--- src/rtl/burst_seq_pkg.sv ---
package burst_seq_pkg;
  typedef enum logic {
    ORDER_XOR = 1'b0,
    ORDER_INC = 1'b1
  } beat_order_e;

  typedef struct packed {
    logic lo_n;
    logic hi;
    logic exp_n;
  } chip_en_t;
endpackage

--- src/rtl/burst_strobe_decode.sv ---
module burst_strobe_decode (
  input  logic proc_strobe_n,
  input  logic ctrl_strobe_n,
  input  logic sel_lo_n,
  output logic load,
  output logic from_proc
);
  logic proc_ok;
  logic ctrl_ok;

  always_comb begin
    proc_ok   = !proc_strobe_n && !sel_lo_n;
    ctrl_ok   = !ctrl_strobe_n;
    load      = proc_ok || ctrl_ok;
    from_proc = proc_ok;
  end
endmodule

--- src/rtl/burst_start_reg.sv ---
module burst_start_reg
  import burst_seq_pkg::*;
#(
  parameter int ADDR_W = 17
) (
  input  logic              clk,
  input  logic              rst_n,
  input  logic              load,
  input  logic              from_proc,
  input  logic [ADDR_W-1:0] addr_in,
  input  chip_en_t          en_in,
  output logic [ADDR_W-1:0] start_addr,
  output logic              selected,
  output logic              src_proc
);
  chip_en_t en_q;

  always_ff @(posedge clk) begin
    if (!rst_n) begin
      start_addr <= '0;
      en_q       <= '{lo_n: 1'b1, hi: 1'b0, exp_n: 1'b1};
      src_proc   <= 1'b0;
    end else if (load) begin
      start_addr <= addr_in;
      en_q       <= en_in;
      src_proc   <= from_proc;
    end
  end

  always_comb selected = !en_q.lo_n && en_q.hi && !en_q.exp_n;
endmodule

--- src/rtl/burst_beat_ctr.sv ---
module burst_beat_ctr #(
  parameter int BEAT_W = 2
) (
  input  logic              clk,
  input  logic              rst_n,
  input  logic              load,
  input  logic              advance,
  output logic [BEAT_W-1:0] beat
);
  always_ff @(posedge clk) begin
    if (!rst_n)       beat <= '0;
    else if (load)    beat <= '0;
    else if (advance) beat <= beat + 1'b1;
  end
endmodule

--- src/rtl/burst_addr_map.sv ---
module burst_addr_map
  import burst_seq_pkg::*;
#(
  parameter int BEAT_W = 2
) (
  input  logic [BEAT_W-1:0] start_lo,
  input  logic [BEAT_W-1:0] beat,
  input  beat_order_e       order,
  output logic [BEAT_W-1:0] lo_out
);
  logic [BEAT_W-1:0] xor_lo;
  logic [BEAT_W-1:0] inc_lo;

  for (genvar b = 0; b < BEAT_W; b++) begin : g_xor
    assign xor_lo[b] = start_lo[b] ^ beat[b];
  end

  assign inc_lo = start_lo + beat;

  always_comb lo_out = (order == ORDER_INC) ? inc_lo : xor_lo;
endmodule

--- src/rtl/burst_addr_seq.sv ---
module burst_addr_seq
  import burst_seq_pkg::*;
#(
  parameter int ADDR_W = 17,
  parameter int BEAT_W = 2
) (
  input  logic              clk,
  input  logic              rst_n,
  input  logic              proc_strobe_n,
  input  logic              ctrl_strobe_n,
  input  logic              step_n,
  input  logic              sel_lo_n,
  input  logic              sel_hi,
  input  logic              sel_exp_n,
  input  logic              mode_linear,
  input  logic [ADDR_W-1:0] addr_in,
  output logic [ADDR_W-1:0] addr_out,
  output logic [BEAT_W-1:0] beat_idx,
  output logic              burst_sel,
  output logic              src_proc
);
  localparam int HI_W = ADDR_W - BEAT_W;

  logic              load;
  logic              from_proc;
  logic [ADDR_W-1:0] start_addr;
  logic [BEAT_W-1:0] lo_bits;
  chip_en_t          en_now;
  beat_order_e       order;

  always_comb begin
    en_now = '{lo_n: sel_lo_n, hi: sel_hi, exp_n: sel_exp_n};
    order  = beat_order_e'(mode_linear);
  end

  burst_strobe_decode u_dec (
    .proc_strobe_n(proc_strobe_n),
    .ctrl_strobe_n(ctrl_strobe_n),
    .sel_lo_n     (sel_lo_n),
    .load         (load),
    .from_proc    (from_proc)
  );

  burst_start_reg #(.ADDR_W(ADDR_W)) u_start (
    .clk       (clk),
    .rst_n     (rst_n),
    .load      (load),
    .from_proc (from_proc),
    .addr_in   (addr_in),
    .en_in     (en_now),
    .start_addr(start_addr),
    .selected  (burst_sel),
    .src_proc  (src_proc)
  );

  burst_beat_ctr #(.BEAT_W(BEAT_W)) u_ctr (
    .clk    (clk),
    .rst_n  (rst_n),
    .load   (load),
    .advance(!step_n && burst_sel),
    .beat   (beat_idx)
  );

  burst_addr_map #(.BEAT_W(BEAT_W)) u_map (
    .start_lo(start_addr[BEAT_W-1:0]),
    .beat    (beat_idx),
    .order   (order),
    .lo_out  (lo_bits)
  );

  assign addr_out = {start_addr[ADDR_W-1 -: HI_W], lo_bits};
endmodule

--- config.mk ---
export PLATFORM = sky130hd
export DESIGN_NAME = burst_addr_seq
export DESIGN_NICKNAME = d
export VERILOG_FILES = /design/src/rtl/burst_seq_pkg.sv /design/src/rtl/burst_strobe_decode.sv /design/src/rtl/burst_start_reg.sv /design/src/rtl/burst_beat_ctr.sv /design/src/rtl/burst_addr_map.sv /design/src/rtl/burst_addr_seq.sv
export SDC_FILE = /design/constraint.sdc
export NUM_CORES = 1
export LEC_CHECK = 0
export BUFFER_PORTS_ARGS = -buffer_cell sky130_fd_sc_hd__buf_2
export CORE_MARGIN = 3
export CORE_UTILIZATION = 30
export CTS_BUF_LIST = sky130_fd_sc_hd__clkbuf_8 sky130_fd_sc_hd__clkbuf_16
export CTS_CLUSTER_SIZE = 16
export DETAILED_ROUTE_END_ITERATION = 8
export GPL_ROUTABILITY_DRIVEN = 1
export GPL_TIMING_DRIVEN = 0
export PLACE_DENSITY = 0.61
export SETUP_SLACK_MARGIN = 0.02
export SLEW_MARGIN = 20
export SYNTH_ARGS = -nofsm -noshare
export SYNTH_HDL_FRONTEND = slang
export SYNTH_SLANG_ARGS = --single-unit
--- constraint.sdc ---
create_clock -name clk -period 1.15 [get_ports clk]
set_input_delay 0.23 -clock clk [delete_from_list [all_inputs] [get_ports clk]]
set_output_delay 0.23 -clock clk [all_outputs]
set_load 0.03 [all_outputs]
==> results of run 1 <==
-- worst max path at each step --
stage                     slack, ns                                from     endpoint  depth (start not counted)
after global placement        -0.05          u_ctr.beat[1]$_SDFFE_PP0P_  addr_out[1]                          3
after CTS                     -0.20          u_ctr.beat[0]$_SDFFE_PP0P_  addr_out[1]                          4
after detailed placement      -0.06          u_ctr.beat[1]$_SDFFE_PP0P_  addr_out[1]                          3
after floorplan               -0.15          u_ctr.beat[1]$_SDFFE_PP0P_  addr_out[1]                          2
final                         -0.18  u_start.start_addr[0]$_SDFFE_PN0P_  addr_out[1]                          4
after global routing          -0.22          u_ctr.beat[1]$_SDFFE_PP0P_  addr_out[1]                          3
-- logic make-up (layout without fill, tap and decap cells) --
family | after synthesis | in the layout | share of synthesized area (%)
buffers and inverters | 21 | 71 | 14.7
AND/OR/NAND/NOR | 48 | 48 | 19.7
flip-flops | 23 | 23 | 41.2
XOR/XNOR | 3 | 3 | 2.35
AO/OA/AOI/OAI | 26 | 26 | 20.9
adder cells (fa/ha/maj) | 1 | 1 | 1.12
-- cell usage in the layout (no fill, tap or decap) --
master	netlist	final
sky130_fd_sc_hd__buf_4	16	18
sky130_fd_sc_hd__xor2_1	2	1
sky130_fd_sc_hd__nor3b_2	0	1
sky130_fd_sc_hd__nand4b_1	1	1
sky130_fd_sc_hd__xnor2_2	0	1
sky130_fd_sc_hd__buf_2	0	30
sky130_fd_sc_hd__o21a_1	1	1
sky130_fd_sc_hd__xor2_2	0	1
sky130_fd_sc_hd__o211a_1	1	1
sky130_fd_sc_hd__and2_1	2	2
sky130_fd_sc_hd__clkbuf_4	0	11
sky130_fd_sc_hd__ha_4	0	1
sky130_fd_sc_hd__clkbuf_1	2	2
sky130_fd_sc_hd__nor4b_4	1	1
sky130_fd_sc_hd__dfxtp_2	0	7
sky130_fd_sc_hd__a21o_1	1	1
sky130_fd_sc_hd__nand3_1	1	1
sky130_fd_sc_hd__buf_12	1	1
sky130_fd_sc_hd__clkbuf_8	0	3
sky130_fd_sc_hd__clkbuf_2	1	1
sky130_fd_sc_hd__a21oi_1	1	1
sky130_fd_sc_hd__inv_1	0	1
sky130_fd_sc_hd__o2111ai_1	1	1
sky130_fd_sc_hd__nand2_2	1	1
sky130_fd_sc_hd__o21ai_4	1	1
sky130_fd_sc_hd__o21ai_0	2	2
sky130_fd_sc_hd__a21boi_0	9	9
sky130_fd_sc_hd__buf_6	1	4
sky130_fd_sc_hd__dfxtp_1	23	12
sky130_fd_sc_hd__a21boi_2	9	9
sky130_fd_sc_hd__nor2b_1	1	1
sky130_fd_sc_hd__nand2_4	0	1
sky130_fd_sc_hd__dfxtp_4	0	4
sky130_fd_sc_hd__nand2_1	40	39
-- flip-flops by register name, summed over array words and instances (netlist names) --
signal	cells
u_start.start_addr	17
u_start.en_q	3
u_ctr.beat	2
u_start.src_proc	1
-- power groups by stage --
stage                     Sequential (mW)  Combinational [mW]  Clock [mW]
after floorplan                     0.888               0.252           0
after global placement              0.887               0.356           0
after detailed placement            0.890               0.364           0
after CTS                           0.872               0.373       0.489
after global routing                0.876               0.414       0.520
final                               0.870               0.377       0.466
-- worst max-delay path, stage by stage, from the launching register on --
cell and delay (ns):
sky130_fd_sc_hd__dfxtp_2 0.36, sky130_fd_sc_hd__ha_4 0.14, sky130_fd_sc_hd__nand2_4 0.04, sky130_fd_sc_hd__xnor2_2 0.15, sky130_fd_sc_hd__buf_6 0.15
-- per-stage QoR --
stage               utilization [%]  power, mW  hold WS, ns
finish                         45.1       1.71        0.205
CTS                            43.8       1.73        0.202
detailed placement             40.8       1.25        0.447
global placement               40.8       1.24        0.441
floorplan                         -       1.14        0.354
global route                   45.1       1.81        0.205
-- metal layers --
| layer | vias up | share of wire [%] | GRT usage (%) |
|---|---|---|---|
| li1 | 480 | - | - |
| met1 | 420 | 39 | 12.3 |
| met3 | 2 | 4.4 | 1.85 |
| met4 | 0 | 1.1 | 3.04 |
| met2 | 19 | 55 | 19.8 |
| met5 | - | 0 | 0 |
-- what timing repair did --
item	4_1_cts	5_1_grt
endpoints found under the setup margin	3	15
resized for setup	17	20
buffers inserted	1	0
pin swaps	4	3
-- cell type report --
class	count	area [µm²]
Buffer	21	164
Clock buffer	3	41.3
Clock inverter	1	3.75
Fill cell	364	1900
Multi-Input combinational cell	78	533
Sequential cell	23	484
Tap cell	46	57.6
Timing Repair Buffer	46	282
==> summary.md, run 1 <==
| Metric | Value |
|---|---|
| Synthesized net count | `149` |
| I/O Pins | `47` |
| Worst Setup Slack post-DPL | `-0.0629 ns` |
| Most used flip-flop cell after synthesis | `sky130_fd_sc_hd__dfxtp_1` |
| Hold violation count in the final report | `0` |
| Iteration-0 DRC count of the detailed router | `47` |
| Latest clock arrival within the worst-skew pair | `about 0.25 ns` |
| Type of destination of the critical path | `output pin` |
| Global placement routability congestion | `between 0.6 and 0.7` |
| Total standard cell area after synthesis | `approximately 1100 µm²` |
| Number of placed cells counting well taps | `213` |
| Antenna diode count | `0` |
| Wirelength per Cell | `approximately 10 µm` |
| Max-Cap Viols | `0` |
| Clock share of power | `between 20% and 30%` |
| Pin count of the biggest net entering global routing | `13` |
| Top cells by instance count after synthesis | `sky130_fd_sc_hd__nand2_1 (40), sky130_fd_sc_hd__dfxtp_1 (23), sky130_fd_sc_hd__buf_4 (16)` |
| Violated checks | `setup timing` |
| Tightest Hold Check Type | `in -> reg` |
| Remaining global-route overflow | `0` |
| Number of enable flip-flop cells after synthesis | `0` |
| Worst slew margin | `between 70% and 80%` |
| Static Leak | `0.743 nW` |
| Starting utilization of the core area | `32.2%` |
| Proportion of register bits with asynchronous set or reset after synthesis | `0%` |
| Element type at the critical path start | `flip-flop` |
| Die Footprint | `about 4500 µm²` |
| Routed Antenna Nets | `0` |
| Portion of total power attributed to sequential cells | `around 50%` |
| Total cell area at the placement stage | `1410 µm²` |
| Share of layout cells above drive strength 1 | `a little under three fifths` |
| Via count of the first global-routing pass | `approximately 880` |
| Count leader, synth | `sky130_fd_sc_hd__nand2_1` |
| Setup repair after global routing missed its margin | `yes` |
| Switching power total | `approximately 0.46 mW` |
| Via-to-Cell Ratio | `~4.2` |
| Worst setup path category | `reg -> out` |
| Final Cycle Share | `115%` |
| Crit path setup slack, layout | `-0.177 ns` |
| Worst reg2reg path endpoint | `u_ctr.beat[0]$_SDFFE_PP0P_` |
| Chip Width | `approximately 67 µm` |
| Register-to-register path setup slack | `0.08 ns` |
| Post-layout instance count excluding filler cells | `about 220` |
| Cell area power density | `about 1100 nW/µm²` |
| CP required | `0.92 ns` |
| Internal power summed over all cells | `1.26 mW` |
| Total half-perimeter wirelength after legalization and detailed placement | `about 1.8 mm` |
| Actual transition at the worst max-transition pin | `approximately 0.34 ns` |
| Hold bufs inserted after CTS | `0` |
| Number of distinct standard cells referenced by the synthesized netlist | `26` |
| Switch share | `a little over a quarter` |
| Status | `complete, but fails checks` |
| Top post-synthesis cells by area | `sky130_fd_sc_hd__dfxtp_1 (41%), sky130_fd_sc_hd__nand2_1 (13%), sky130_fd_sc_hd__buf_4 (11%), sky130_fd_sc_hd__a21boi_2 (9.1%), sky130_fd_sc_hd__a21boi_0 (6.0%)` |
| DRC violation count after routing | `0` |
| Final critical path time including I/O delays and setup | `about 1.3 ns` |
| Detailed Route WL | `around 2.3 mm` |
| Arrival time of data at the critical path endpoint | `roughly 1.1 ns` |
| Post-synthesis sequential area ratio | `between 40% and 50%` |
| Deepest clock path buffer count | `2` |
| Number of max-slew violations in the final report | `0` |
| Overall global routing resource usage | `a little over a tenth` |
| Vias after detailed routing | `921` |
| Antenna violations before repair | `0` |
| Synthesized flop and latch total | `23` |
| Combinational cell fraction of total power | `a little over a fifth` |
| Final Cell Area | `approximately 1600 µm²` |
| Max rail drop VDD | `between 0.0004 and 0.0005 V` |
| Number of cells on the worst reg-to-reg path | `3` |
| TritonCTS Buffers | `3` |
| Post-synthesis instance total | `roughly 120` |
| Row count | `21` |
| Area fraction of the dominant cell type after synthesis | `about two fifths` |
| Area growth, synth to finish | `40.1%` |
| CTS clk-pin slew, worst paths | `around 0.08 ns` |
| Final sum of negative setup slack | `-0.285 ns` |
| Total iterations of the first detailed-routing run | `2` |
| Vertical die dimension | `67.0 µm` |
| Max frequency | `around 0.75 GHz` |
| Number of setup violations in the final report | `3` |
| Worst R2R Start | `u_start.en_q[0]$_SDFFE_PN1P_` |
| Worst Hold Launch | `sel_exp_n` |
| H-tree levels | `1` |
| Clock tree sinks | `23` |
| Global-route wire length before repair | `3.76 mm` |
| Post-layout nets | `200` |
| Synth Area per Inst | `slightly above 9 µm²` |
| Clock root buffer | `sky130_fd_sc_hd__clkbuf_8` |
| Yosys warning total | `0` |
| Std-Cell Core Area | `around 3500 µm²` |
| Clock tree from TritonCTS | `done` |
| Cell taking the most area after synthesis | `sky130_fd_sc_hd__dfxtp_1` |
| Skew final | `0.000300 ns` |
| Critical path fanouts, max | `2` |
| Hold Crit Depth | `3` |
| End of the worst hold path | `u_start.en_q[0]$_SDFFE_PN1P_` |
| Number of buffer cells added on primary ports | `45` |
(Power assumes the default switching activity.)
==> run 2: changes to the inputs <==
--- a/config.mk
+++ b/config.mk
@@ -7,13 +7,13 @@
 export LEC_CHECK = 0
 export BUFFER_PORTS_ARGS = -buffer_cell sky130_fd_sc_hd__buf_2
 export CORE_MARGIN = 3
-export CORE_UTILIZATION = 30
+export CORE_UTILIZATION = 35
 export CTS_BUF_LIST = sky130_fd_sc_hd__clkbuf_8 sky130_fd_sc_hd__clkbuf_16
 export CTS_CLUSTER_SIZE = 16
 export DETAILED_ROUTE_END_ITERATION = 8
 export GPL_ROUTABILITY_DRIVEN = 1
 export GPL_TIMING_DRIVEN = 0
-export PLACE_DENSITY = 0.61
+export PLACE_DENSITY = 0.69
 export SETUP_SLACK_MARGIN = 0.02
 export SLEW_MARGIN = 20
 export SYNTH_ARGS = -nofsm -noshare
==> run 2 against run 1 <==
  * The flow still finishes with violations (setup timing)
  * Core utilization increased by 9.3 points
  * Highest routed layer unchanged
  * Sequential power hardly changed
  * Clock power up 4.3%
==> summary.md, run 2 (synthesized netlist as in run 1, its figures left out) <==
| Metric | Value |
|---|---|
| Status | `complete, but fails checks` |
| Violated checks | `setup timing` |
| CP required | `0.92 ns (about the same)` |
| Max frequency | `0.739 GHz (-2.0%)` |
| Max reg flops | `17 (unchanged)` |
| Met2 wirelength from detailed routing | `1.10 mm (-12%)` |
| Total half-perimeter wirelength after legalization and detailed placement | `1.72 mm (-5.5%)` |
| Hold Crit Depth | `3 (unchanged)` |
| Type of destination of the critical path | `output pin` |
| Hold violation count in the final report | `0 (unchanged)` |
| Cell area power density | `1100 nW/µm² (+0.68%)` |
| Highest routing layer actually used | `met4` |
| Number of buffer cells added on primary ports | `45 (unchanged)` |
| Slowest Stage Delay on Critical Path | `0.37 ns (about the same)` |
| Worst Hold Launch | `sel_exp_n` |
| Clock tree sinks | `23 (unchanged)` |
| CTS clk-pin slew, worst paths | `0.08 ns (about the same)` |
| Global placement routability congestion | `0.732 (+18%)` |
| Actual transition at the worst max-transition pin | `0.346 ns (+0.00901 ns)` |
| Vertical die dimension | `62.5 µm (-6.8%)` |
| Tightest Hold Check Type | `in -> reg` |
| Remaining global-route overflow | `0 (unchanged)` |
| Share of layout cells above drive strength 1 | `57.2% (+1.4 points)` |
| Routed wl met3 | `135 µm (+35%)` |
| Final critical path time including I/O delays and setup | `1.35 ns (+0.0264 ns)` |
| Post-layout nets | `201 (+0.50%)` |
| Regs by FF count | `u_start.start_addr x17, u_start.en_q x3, u_ctr.beat x2` |
| Number of cells on the worst reg-to-reg path | `4 (+1)` |
| Biggest register | `u_start.start_addr` |
| Via-to-Cell Ratio | `4.36 (+3.3%)` |
| Antenna violations before repair | `0 (unchanged)` |
| Total iterations of the first detailed-routing run | `4 (+2)` |
| Routed metal-1 wirelength | `988 µm (+10%)` |
| Area growth, synth to finish | `41.2%` |
| Slowest stage cell on the critical path | `sky130_fd_sc_hd__dfxtp_4` |
| Iteration-0 DRC count of the detailed router | `26 (-45%)` |
| Die Footprint | `3910 µm² (-13%)` |
| Antenna diode count | `0 (unchanged)` |
| Clock root buffer | `sky130_fd_sc_hd__clkbuf_8` |
| Pin count of the biggest net entering global routing | `14 (+1)` |
| H-tree levels | `1 (unchanged)` |
| Final Cycle Share | `118% (+2.3 points)` |
| Worst Setup Slack post-DPL | `-0.0606 ns (+0.00227 ns)` |
| Final Cell Area | `1580 µm² (+0.80%)` |
| Setup crit start | `u_ctr.beat[1]$_SDFFE_PP0P_` |
| Via count of the first global-routing pass | `903 (+2.5%)` |
| Commonest cells after routing, fill and taps aside | `sky130_fd_sc_hd__nand2_1 (39), sky130_fd_sc_hd__buf_2 (30), sky130_fd_sc_hd__buf_4 (20)` |
| Std-Cell Core Area | `2900 µm² (-16%)` |
| Worst setup path category | `reg -> out` |
| Area of the multi-input gates | `533 µm² (unchanged)` |
| Critical path fanouts, max | `4 (+2)` |
| Sequential standard cell area | `485 µm² (+0.26%)` |
| Worst R2R Start | `u_start.en_q[0]$_SDFFE_PN1P_` |
| Static Leak | `0.751 nW (+1.0%)` |
| Arrival time of data at the critical path endpoint | `1.12 ns (+0.02 ns)` |
| Chip Width | `62.5 µm (-6.8%)` |
| Global-route wire length before repair | `3.73 mm (-0.74%)` |
| Number of setup violations in the final report | `3 (unchanged)` |
| Latest clock arrival within the worst-skew pair | `0.26 ns (about the same)` |
| Overall global routing resource usage | `11.5% (+0.78 points)` |
| Skew final | `0.000442 ns (+0.000143 ns)` |
| Count of fill cells added during filler insertion | `288 (-21%)` |
| Number of max-slew violations in the final report | `0 (unchanged)` |
| Setup repair after global routing missed its margin | `yes` |
| Total cell area at the placement stage | `1410 µm² (-0.35%)` |
| Element type at the critical path start | `flip-flop` |
| Vias after detailed routing | `938 (+1.8%)` |
| I/O Pins | `47 (unchanged)` |
| Deepest clock path buffer count | `2 (unchanged)` |
| Cell depth of the worst setup path | `3 (-1)` |
| Worst slew margin | `76.9% (-0.60 points)` |
| Max-Cap Viols | `0 (unchanged)` |
| Routed Antenna Nets | `0 (unchanged)` |
| Clock tree from TritonCTS | `done` |
| DRC violation count after routing | `0 (unchanged)` |
| Commonest non-fill, non-tap cell in the layout | `sky130_fd_sc_hd__nand2_1` |
| Critical path buffers and inverters | `1 (unchanged)` |
| Crit path setup slack, layout | `-0.204 ns (-0.0264 ns)` |
| Detailed Route WL | `2.24 mm (-1.8%)` |
| Cells traversed along the worst timing path | `xor2_2 -> xnor2_2 -> buf_6` |
| Wirelength per Cell | `10.4 µm (-0.47%)` |
| Row count | `19 (-9.5%)` |
| Category of cells accounting for the largest share of critical-path delay | `flip-flops` |
| Starting utilization of the core area | `38.5% (+6.3 points)` |
| Max rail drop VDD | `0.000775 V (+59%)` |
| TritonCTS Buffers | `3 (unchanged)` |
[run 2: final cells by class]
cell class	count	area share, %
repair buffers	47	18.8
flip-flops and latches	23	30.8
plain buffers	21	10.4
clock buffers	3	2.62
clock inverters	1	0.317
well taps	42	3.33
multi-input cells	78	33.8
[run 2: worst paths after layout]
path / end / slack, ns
max: addr_out[1] / -0.20
min: u_start.en_q[0]$_SDFFE_PN1P_ / 0.18
max reg2reg: u_ctr.beat[0]$_SDFFE_PP0P_ / 0.06
min reg2reg: u_start.start_addr[14]$_SDFFE_PN0P_ / 0.46
[run 2: per-stage QoR]
| stage | power, mW | utilization (%) | std cells | setup TNS, ns | hold WS, ns |
|---|---|---|---|---|---|
| after detailed placement | 1.25 | 48.6 | 209 | -0.260 | 0.451 |
| after CTS | 1.76 | 53.0 | 215 | -0.362 | 0.177 |
| final | 1.74 | 54.4 | 215 | -0.320 | 0.184 |
| after floorplan | 1.14 | - | 122 | -0.147 | 0.354 |
| after global routing | 1.83 | 54.4 | 215 | -0.469 | 0.198 |
| after global placement | 1.24 | 48.6 | 209 | -0.126 | 0.445 |
[run 2: tightest hold or removal path, stage by stage]
cell and delay [ns]:
sky130_fd_sc_hd__buf_2 0.07, sky130_fd_sc_hd__nand2_1 0.04, sky130_fd_sc_hd__nand3_1 0.06
[run 2: report_power, final]
part | internal [mW] | switching [mW]
registers | 0.840 | 0.0289
logic | 0.187 | 0.198
clock network | 0.241 | 0.245
total | 1.27 | 0.471
[run 2: what timing repair did]
action / in CTS / in global routing
setup endpoints to repair: 4 / 15
hold buffers: 0 / 0
setup buffers: 2 / 0
gates resized for setup: 22 / 20
pin swaps: 8 / 3
[run 2: per-layer routing]
metal	vias up	track usage (%)
met5	-	0
met4	0	2.48
met3	2	3.06
met2	31	20.9
met1	422	13.3
li1	483	-
==> run 3: changes to the inputs <==
--- a/config.mk
+++ b/config.mk
@@ -13,7 +13,6 @@
 export DETAILED_ROUTE_END_ITERATION = 8
 export GPL_ROUTABILITY_DRIVEN = 1
 export GPL_TIMING_DRIVEN = 0
-export PLACE_DENSITY = 0.69
 export SETUP_SLACK_MARGIN = 0.02
 export SLEW_MARGIN = 20
 export SYNTH_ARGS = -nofsm -noshare
==> run 3 against run 2 <==
  * Critical endpoint unchanged
  * Worst setup slack about the same
  * Core utilization increased by 1.5 points
  * Global-route usage grew 1.2 points
  * Sequential share of layout area fell by 0.42 points
  * Critical path type unchanged
  * The flow still finishes with violations (setup timing)
  * Flip-flop and latch count unchanged
  * Total power increased by 1.5%
  * Wire length increased by 11%
  * Non-clock buffer count rose by 2
==> summary.md, run 3 (synthesized netlist as in run 1, its figures left out) <==
| Metric | Value |
|---|---|
| Routed metal-1 wirelength | `974 µm (-1.4%)` |
| Met2 wirelength from detailed routing | `1.33 mm (+21%)` |
| Actual transition at the worst max-transition pin | `0.376 ns (+0.0297 ns)` |
| Remaining global-route overflow | `0 (unchanged)` |
| Worst slew margin | `74.9% (-2.0 points)` |
| Chip Width | `62.5 µm (unchanged)` |
| Routed wl met3 | `148 µm (+9.6%)` |
| Vias after detailed routing | `962 (+2.6%)` |
| Category of cells accounting for the largest share of critical-path delay | `flip-flops` |
| Max rail drop VDD | `0.000540 V (-30%)` |
| Number of cells on the worst reg-to-reg path | `3 (-1)` |
| Violated checks | `setup timing` |
| Worst R2R Start | `u_start.en_q[0]$_SDFFE_PN1P_` |
| Global placement routability congestion | `0.681 (-6.9%)` |
| Count of fill cells added during filler insertion | `292 (+1.4%)` |
| CTS clk-pin slew, worst paths | `0.08 ns (about the same)` |
| Worst Hold Launch | `sel_exp_n` |
| Status | `complete, but fails checks` |
| Internal power summed over all cells | `1.28 mW (+0.77%)` |
| Clock tree sinks | `23 (unchanged)` |
| End of the worst hold path | `u_start.en_q[0]$_SDFFE_PN1P_` |
| Clock root buffer | `sky130_fd_sc_hd__clkbuf_8` |
| Routed Antenna Nets | `0 (unchanged)` |
| Clock share of power | `28.2% (+0.3 points)` |
| I/O Pins | `47 (unchanged)` |
| Regs by FF count | `u_start.start_addr x17, u_start.en_q x3, u_ctr.beat x2` |
| Slowest Stage Delay on Critical Path | `0.38 ns (about the same)` |
| Antenna violations before repair | `0 (unchanged)` |
| Highest routing layer actually used | `met4` |
| Minimum hold slack | `0.180 ns (-0.00398 ns)` |
| Type of destination of the critical path | `output pin` |
| Latest clock arrival within the worst-skew pair | `0.26 ns (about the same)` |
| Final critical path time including I/O delays and setup | `1.35 ns (+0.000365 ns)` |
| Commonest cells after routing, fill and taps aside | `sky130_fd_sc_hd__nand2_1 (39), sky130_fd_sc_hd__buf_4 (26), sky130_fd_sc_hd__buf_2 (26)` |
| Switching power total | `0.488 mW (+3.5%)` |
| Crit path setup slack, layout | `-0.204 ns (-0.000365 ns)` |
| Static Leak | `0.767 nW (+2.1%)` |
| CP required | `0.92 ns (about the same)` |
| Biggest register | `u_start.start_addr` |
| Total half-perimeter wirelength after legalization and detailed placement | `1.77 mm (+2.5%)` |
| Wirelength per Cell | `11.4 µm (+10%)` |
| Worst reg2reg path endpoint | `u_ctr.beat[0]$_SDFFE_PP0P_` |
| H-tree levels | `1 (unchanged)` |
| Tightest Hold Check Type | `in -> reg` |
| Area growth, synth to finish | `45.0%` |
| Slowest stage cell on the critical path | `sky130_fd_sc_hd__dfxtp_4` |
| Skew final | `0.00299 ns (+0.00255 ns)` |
| Hold Crit Depth | `3 (unchanged)` |
| Overall global routing resource usage | `12.7% (+1.2 points)` |
| Max frequency | `0.739 GHz (about the same)` |
| Clock tree from TritonCTS | `done` |
| Switch share | `27.6% (+0.53 points)` |
| Row count | `19 (unchanged)` |
| Via-to-Cell Ratio | `4.43 (+1.6%)` |
| Total iterations of the first detailed-routing run | `4 (unchanged)` |
| Number of max-slew violations in the final report | `0 (unchanged)` |
| Via count of the first global-routing pass | `937 (+3.8%)` |
| Worst setup path category | `reg -> out` |
| Final Cycle Share | `118% (about the same)` |
| Detailed Route WL | `2.48 mm (+11%)` |
| Cell area power density | `1090 nW/µm² (-1.2%)` |
| Share of layout cells above drive strength 1 | `61.7% (+4.5 points)` |
| Max reg flops | `17 (unchanged)` |
| Number of buffer cells added on primary ports | `45 (unchanged)` |
| Combinational cell fraction of total power | `22.2% (about the same)` |
| Hold violation count in the final report | `0 (unchanged)` |
| Post-layout nets | `203 (+1.0%)` |
| Starting utilization of the core area | `38.5% (unchanged)` |
| Element type at the critical path start | `flip-flop` |
| Setup repair after global routing missed its margin | `yes` |
| Deepest clock path buffer count | `2 (unchanged)` |
| Pwr Total | `1.77 mW (+1.5%)` |
| Critical path fanouts, max | `2 (-2)` |
| Iteration-0 DRC count of the detailed router | `20 (-23%)` |
| Arrival time of data at the critical path endpoint | `1.12 ns (about the same)` |
| DRC violation count after routing | `0 (unchanged)` |
| Die Footprint | `3910 µm² (unchanged)` |
| Global-route wire length before repair | `4.07 mm (+9.1%)` |
| Vertical die dimension | `62.5 µm (unchanged)` |
| TritonCTS Buffers | `3 (unchanged)` |
| Antenna diode count | `0 (unchanged)` |
| Register-to-register path setup slack | `0.07 ns (about the same)` |
| Critical path buffers and inverters | `1 (unchanged)` |
| Share of the core filled with cells in the final layout | `55.9% (+1.5 points)` |
| Max-Cap Viols | `0 (unchanged)` |
| Std-Cell Core Area | `2900 µm² (unchanged)` |
| Portion of total power attributed to sequential cells | `49.6% (-0.4 points)` |
| Number of setup violations in the final report | `3 (unchanged)` |
| Pin count of the biggest net entering global routing | `14 (unchanged)` |
| Cells traversed along the worst timing path | `ha_4 -> nand2_4 -> xnor2_2 -> buf_6` |
| Commonest non-fill, non-tap cell in the layout | `sky130_fd_sc_hd__nand2_1` |
## run 3: cell types whose count changed in the layout (fill, tap and decap cells not counted), sizes merged
cell / change
buf: +2
## run 3: per-layer routing
| metal | vias to the layer above | global-route usage (%) |
|---|---|---|
| li1 | 489 | - |
| met5 | - | 0 |
| met2 | 28 | 24.5 |
| met4 | 0 | 4.13 |
| met1 | 441 | 13.3 |
| met3 | 4 | 2.88 |
## run 3: what timing repair did
action / in CTS / in global routing
hold buffers: 0 / 0
pin swaps: 4 / 5
setup buffers: 1 / 3
resized for setup: 20 / 37
setup endpoints to repair: 4 / 20
cloned: 0 / 0
## run 3: final cells by class
cell class | count | area [µm²] | area share, %
Clock buffer | 3 | 41.3 | 2.55
Sequential cell | 23 | 492 | 30.3
Multi-Input combinational cell | 78 | 544 | 33.6
Tap cell | 42 | 52.6 | 3.24
Buffer | 21 | 164 | 10.1
Timing Repair Buffer | 49 | 322 | 19.8
Clock inverter | 1 | 5.00 | 0.309
## run 3: how the worst max path moves through the flow
stage	from	to	slack [ns]	cells after the start
after floorplan	u_ctr.beat[1]$_SDFFE_PP0P_	addr_out[1]	-0.15	2
after global placement	u_ctr.beat[1]$_SDFFE_PP0P_	addr_out[1]	-0.03	3
after detailed placement	sel_lo_n	u_start.start_addr[5]$_SDFFE_PN0P_	-0.06	5
after CTS	u_ctr.beat[0]$_SDFFE_PP0P_	addr_out[1]	-0.21	4
after global routing	u_ctr.beat[0]$_SDFFE_PP0P_	addr_out[1]	-0.25	4
final	u_ctr.beat[0]$_SDFFE_PP0P_	addr_out[1]	-0.20	4
## run 3: power by group through the flow
stage | logic, mW | registers (mW) | clock network [mW]
global placement | 0.355 | 0.887 | 0
CTS | 0.373 | 0.869 | 0.511
global route | 0.424 | 0.884 | 0.554
floorplan | 0.252 | 0.888 | 0
detailed placement | 0.361 | 0.890 | 0
finish | 0.392 | 0.875 | 0.498
## run 3: through the flow
stage / TNS, ns / cells / setup WS [ns] / cell area [µm²]
after global routing: -0.494 / 217 / -0.255 / 1620
after global placement: -0.270 / 209 / -0.0320 / 1410
after floorplan: -0.147 / 122 / -0.147 / 1130
final: -0.338 / 217 / -0.204 / 1620
after CTS: -0.348 / 214 / -0.208 / 1530
after detailed placement: -0.496 / 209 / -0.0606 / 1410
## run 3: worst min-delay path, delay by kind of cell
kind / cells / cell delay [ns]
AND/OR/NAND/NOR: 2 / 0.11
buffers and inverters: 1 / 0.07
